## src/rtl/tmr8_pkg.sv

```systemverilog
package tmr8_pkg;
  localparam int MODE_W = 3;
  localparam int ACT_W  = 2;
  localparam logic [MODE_W-1:0] MODE_CTC = 3'd2;

  typedef enum logic [1:0] {
    SEL_CNT  = 2'd0,
    SEL_CMP  = 2'd1,
    SEL_CTL  = 2'd2,
    SEL_NONE = 2'd3
  } wsel_e;

  typedef enum logic [ACT_W-1:0] {
    ACT_OFF = 2'd0,
    ACT_TGL = 2'd1,
    ACT_CLR = 2'd2,
    ACT_SET = 2'd3
  } act_e;

  typedef struct packed {
    logic [MODE_W-1:0] mode;
    act_e              act;
  } ctl_t;
endpackage

```

## src/rtl/tmr8_regs.sv

```systemverilog
module tmr8_regs
  import tmr8_pkg::*;
#(
  parameter int W = 8
) (
  input  logic         clk,
  input  logic         rst,
  input  logic         wr_en,
  input  logic [1:0]   wr_sel,
  input  logic [W-1:0] wr_data,
  output logic [W-1:0] cmp_q,
  output ctl_t         ctl_q
);
  always_ff @(posedge clk) begin
    if (rst) begin
      cmp_q      <= '0;
      ctl_q.mode <= '0;
      ctl_q.act  <= ACT_OFF;
    end else if (wr_en) begin
      if (wr_sel == SEL_CMP) cmp_q <= wr_data;
      if (wr_sel == SEL_CTL) begin
        ctl_q.mode <= wr_data[MODE_W-1:0];
        ctl_q.act  <= act_e'(wr_data[5:4]);
      end
    end
  end
endmodule

```

## src/rtl/tmr8_count.sv

```systemverilog
module tmr8_count #(
  parameter int W = 8
) (
  input  logic         clk,
  input  logic         rst,
  input  logic         tick_en,
  input  logic         ld_en,
  input  logic [W-1:0] ld_val,
  input  logic [W-1:0] cmp_val,
  input  logic         ctc_on,
  output logic [W-1:0] cnt_q,
  output logic         match_ev,
  output logic         wrap_ev
);
  localparam logic [W-1:0] CNT_MAX = '1;

  logic active;
  assign active   = tick_en && !ld_en;
  assign match_ev = active && (cnt_q == cmp_val);
  assign wrap_ev  = active && (cnt_q == CNT_MAX);

  always_ff @(posedge clk) begin
    if (rst)                     cnt_q <= '0;
    else if (ld_en)              cnt_q <= ld_val;
    else if (ctc_on && match_ev) cnt_q <= '0;
    else if (tick_en)            cnt_q <= cnt_q + 1'b1;
  end
endmodule

```

## src/rtl/tmr8_flags.sv

```systemverilog
module tmr8_flags #(
  parameter int N = 2
) (
  input  logic         clk,
  input  logic         rst,
  input  logic [N-1:0] set_ev,
  input  logic [N-1:0] clr_ev,
  output logic [N-1:0] flag_q
);
  for (genvar i = 0; i < N; i++) begin : g_flag
    always_ff @(posedge clk) begin
      if (rst)            flag_q[i] <= 1'b0;
      else if (set_ev[i]) flag_q[i] <= 1'b1;
      else if (clr_ev[i]) flag_q[i] <= 1'b0;
    end
  end
endmodule

```

## src/rtl/tmr8_wave.sv

```systemverilog
module tmr8_wave
  import tmr8_pkg::*;
(
  input  logic clk,
  input  logic rst,
  input  logic match_ev,
  input  act_e act,
  output logic wave_q
);
  always_ff @(posedge clk) begin
    if (rst) wave_q <= 1'b0;
    else if (match_ev) begin
      unique case (act)
        ACT_TGL: wave_q <= ~wave_q;
        ACT_CLR: wave_q <= 1'b0;
        ACT_SET: wave_q <= 1'b1;
        default: wave_q <= wave_q;
      endcase
    end
  end
endmodule

```

## src/rtl/tmr8_cmpclr.sv

```systemverilog
module tmr8_cmpclr
  import tmr8_pkg::*;
#(
  parameter int W = 8
) (
  input  logic         clk,
  input  logic         rst,
  input  logic         tick_en,
  input  logic         wr_en,
  input  logic [1:0]   wr_sel,
  input  logic [W-1:0] wr_data,
  input  logic         ovf_clr,
  input  logic         cmp_clr,
  output logic [W-1:0] cnt_q,
  output logic         ovf_flag,
  output logic         cmp_flag,
  output logic         wave_out
);
  localparam int FLAG_N = 2;
  localparam int F_OVF  = 0;
  localparam int F_CMP  = 1;

  ctl_t              ctl_q;
  logic [W-1:0]      cmp_q;
  logic [MODE_W-1:0] mode_q;
  act_e              act_q;
  logic              cnt_wr;
  logic              match_ev;
  logic              wrap_ev;
  logic [FLAG_N-1:0] flag_set;
  logic [FLAG_N-1:0] flag_clr;
  logic [FLAG_N-1:0] flag_q;

  assign mode_q = ctl_q.mode;
  assign act_q  = ctl_q.act;
  assign cnt_wr = wr_en && (wr_sel == SEL_CNT);

  tmr8_regs #(.W(W)) u_regs (
    .clk(clk), .rst(rst), .wr_en(wr_en), .wr_sel(wr_sel),
    .wr_data(wr_data), .cmp_q(cmp_q), .ctl_q(ctl_q)
  );

  tmr8_count #(.W(W)) u_count (
    .clk(clk), .rst(rst), .tick_en(tick_en), .ld_en(cnt_wr),
    .ld_val(wr_data), .cmp_val(cmp_q), .ctc_on(mode_q == MODE_CTC),
    .cnt_q(cnt_q), .match_ev(match_ev), .wrap_ev(wrap_ev)
  );

  assign flag_set[F_OVF] = wrap_ev;
  assign flag_set[F_CMP] = match_ev;
  assign flag_clr[F_OVF] = ovf_clr;
  assign flag_clr[F_CMP] = cmp_clr;

  tmr8_flags #(.N(FLAG_N)) u_flags (
    .clk(clk), .rst(rst), .set_ev(flag_set), .clr_ev(flag_clr), .flag_q(flag_q)
  );

  assign ovf_flag = flag_q[F_OVF];
  assign cmp_flag = flag_q[F_CMP];

  tmr8_wave u_wave (
    .clk(clk), .rst(rst), .match_ev(match_ev), .act(act_q), .wave_q(wave_out)
  );
endmodule

```

## config.mk

```make
export PLATFORM = sky130hd
export DESIGN_NAME = tmr8_cmpclr
export DESIGN_NICKNAME = d
export VERILOG_FILES = /design/src/rtl/tmr8_pkg.sv /design/src/rtl/tmr8_regs.sv /design/src/rtl/tmr8_count.sv /design/src/rtl/tmr8_flags.sv /design/src/rtl/tmr8_wave.sv /design/src/rtl/tmr8_cmpclr.sv
export SDC_FILE = /design/constraint.sdc
export NUM_CORES = 1
export LEC_CHECK = 0
export ABC_AREA = 1
export CAP_MARGIN = 10
export CORE_UTILIZATION = 50
export CTS_CLUSTER_SIZE = 10
export DETAILED_ROUTE_END_ITERATION = 10
export PLACE_DENSITY = 0.88
export SYNTH_ARGS = -nofsm -noshare
export SYNTH_HDL_FRONTEND = slang
export SYNTH_SLANG_ARGS = --single-unit
```

## constraint.sdc

```tcl
create_clock -name clk -period 1.6 [get_ports clk]
set_input_delay 0.16 -clock clk [delete_from_list [all_inputs] [get_ports clk]]
set_output_delay 0.16 -clock clk [all_outputs]
set_load 0.03 [all_outputs]
```

==> flow_summary.yaml <==
status:
  run_status: "completed"
timing:
  setup_tns_ns: 0
  setup_ws_ns: 0.08251
  skew_ns: 0.001214
  rsz0062_at_grt: "false"
  holdWs_ns: 0.4479
  max_slew_margin: 0.7392
  period_minus_slack_ns: 1.517
  drv_slew: 0
  final_hold_viol_count: 0
  period_share: 0.9484
  setup_violations: 0
  tightest_slew_ns: 0.3904
  fmaxAchievable_mhz: 659.0
layout:
  multi_input_area_um2: 645.6
  syn2layout_area_growth_pct: 25.93
  num_antenna_cells: 0
  layout-drive-gt1-share: 0.1268
  nNetsFinal: 231
  seq_area_um2: 481.7
  fillerInstances: 245
  fin_cells: 243
synth:
  yosysTopAreaCell: "dfxtp_1"
  netlist.area_leader.share: 0.3675
  synthArstFlopShare: 0
  synth.most_common_cell: "inv_1"
  synthFlopType: "dfxtp_1"
  synth_common_cells: "inv_1 (35), nand2_1 (30), dfxtp_1 (24)"
  ys_warn_count: 0
  synth_area_leaders: "dfxtp_1 (37%), inv_1 (10%), nand2_1 (8.6%)"
  ys_seq_area_frac: 0.3675
  synth_cell_types: 26
  synth_seq_cells: 24
  syn_inst: 183
  syn_nets: 200
  synth-edff-count: 0
  syn_area_um2: 1308
  syn_avg_cell_area_um2: 7.145
floorplan:
  dieArea_um2: 2823
  die_height_um: 53.14
  core_area_um2: 2477
  fp.dieW_um: 53.14
  num_rows: 18
  start_util: 0.5278
  ios: 27
detailed_routing:
  drtIter0Drc: 27
  routed_wl_mm: 2.901
  via_count: 1254
  wire_per_inst_um: 11.94
  first_pass_iters: 7
  antenna_left: 0
  vias_per_cell: 5.160
  drc: 0
critical_path:
  crit_cells: 1
  r2r-end: "u_count.cnt_q[7]"
  crit_type: "reg -> out"
  r2r_start: "u_count.cnt_q[5]"
  rrSetupSlack_ns: 0.18
  path_cells: "clkdlybuf4s50_1"
  crit_path_end: "wave_out"
  worstPathRequired_ns: 1.44
  r2r_cells: 9
  arrival_ns: 1.36
  cp-start-kind: "flop"
  cp_max_fo: 3
  path_delay_family: "buffers and inverters"
  critPathBufInv: 1
  slowest_delay_ns: 0.67
  crit_start: "u_wave.wave_q"
  endpoint_kind: "output port"
  slowest_stage: "clkdlybuf4s50_1"
placed_design:
  pre_cts_ws_ns: 0.08301
  dp.cells: 239
  place_congestion: 0.8022
  io_buffers: 26
  hpwl_mm: 2.063
global_route:
  first_global_vias: 1082
  grt_use_met1: 0.3120
  antenna_found_initial: 0
  grt_overflow: 0
  grt_use_total: 0.2373
  grt_use_met2: 0.3861
  grt_max_degree: 25
  busiest_layer: "met2"
  grt_pass1_wl_mm: 4.816
  use_met3: 0.03448
clock_network:
  clk_pin_slew_ns: 0.13
  cts_hold_buf: 0
  clk_path_buf_depth: 2
  root_buffer: "clkbuf_4"
  cts_buffers: 3
  cts_sinks: 24
  cts_tree: "yes"
  htreeDepth: 1
  worstSkewPairLatency_ns: 0.31
hold_path:
  min_from: "wr_data[3]"
  hold_class: "in -> reg"
pwr:
  peakVddDrop_mv: 0.5784
  p_per_area_nw_per_um2: 764.6
  leakagePower_nw: 0.7272
flow_run:
  maxCapViolations: 0
-- final cells by class --
| type | count | share of cell area |
|---|---|---|
| clock buffer | 4 | 0.02204 |
| multi-input combinational | 111 | 0.3921 |
| tap | 30 | 0.02280 |
| timing repair buffer | 29 | 0.1679 |
| sequential | 24 | 0.2926 |
| inverter | 45 | 0.1026 |
-- worst min path at each step --
stage / endpoint / slack, ns / depth (start not counted)
after detailed placement: u_flags.flag_q[1] / 0.46 / 2
after global placement: u_flags.flag_q[1] / 0.45 / 2
after floorplan: u_regs.cmp_q[0] / 0.24 / 1
after CTS: u_regs.ctl_q[2] / 0.43 / 3
final: u_regs.cmp_q[3] / 0.45 / 3
after global routing: u_regs.ctl_q[3] / 0.43 / 3
-- state kept, by name (all words and copies together) (netlist names) --
register,flops
u_count.cnt_q,8
u_flags.flag_q,2
u_regs.cmp_q,8
u_regs.ctl_q,5
u_wave.wave_q,1
-- routing by layer --
layer | part of all wire | routed length [um] | up-vias
met2 | 0.48 | 1394 | 25
met5 | 0 | 0 | -
met1 | 0.48 | 1398 | 572
li1 | - | - | 653
met3 | 0.030 | 86 | 4
met4 | 0.0072 | 21 | 0
-- power by group --
part	leakage (nW)	internal (mW)	switching, mW
clock	0.0210	0.139	0.183
combinational	0.510	0.117	0.166
sequential	0.196	0.628	0.0262
total	0.727	0.884	0.375
-- cell families after synthesis --
logic type,share of synthesized area
flops,0.3675
compound gates,0.1588
fa+ha+maj,0.009568
simple gates,0.2852
xor+xnor,0.04019
buf+inv,0.1388
-- through the flow --
| step | util | cell area [um2] | power, mW |
|---|---|---|---|
| 4_1_cts | 0.6631 | 1643 | 1.265 |
| 3_5_place_dp | 0.6520 | 1615 | 0.9539 |
| 2_1_floorplan | - | 1308 | 0.8480 |
| 5_1_grt | 0.6646 | 1647 | 1.337 |
| 3_3_place_gp | 0.6520 | 1615 | 0.9485 |
| 6_report | 0.6646 | 1647 | 1.259 |
-- timing repair --
action / 4_1_cts / 5_1_grt
buffers inserted: 0 / 0
setup endpoints to repair: 7 / 7
resized for setup: 7 / 2
-- cells in the final DEF, fill, tap and decap left out, types with 2 or more instances in the layout --
cell type,count
o22ai_1,8
clkdlybuf4s50_1,18
xor2_1,6
dfxtp_1,23
inv_2,9
dlygate4sd2_1,7
nor2_1,13
nand3_2,2
a211oi_1,13
clkbuf_4,3
nor2_4,2
a21oi_1,11
inv_1,35
nand2_1,30
buf_4,3
nand4_1,3
nand3_1,13
Note: power is estimated with default switching activity, not from simulation.
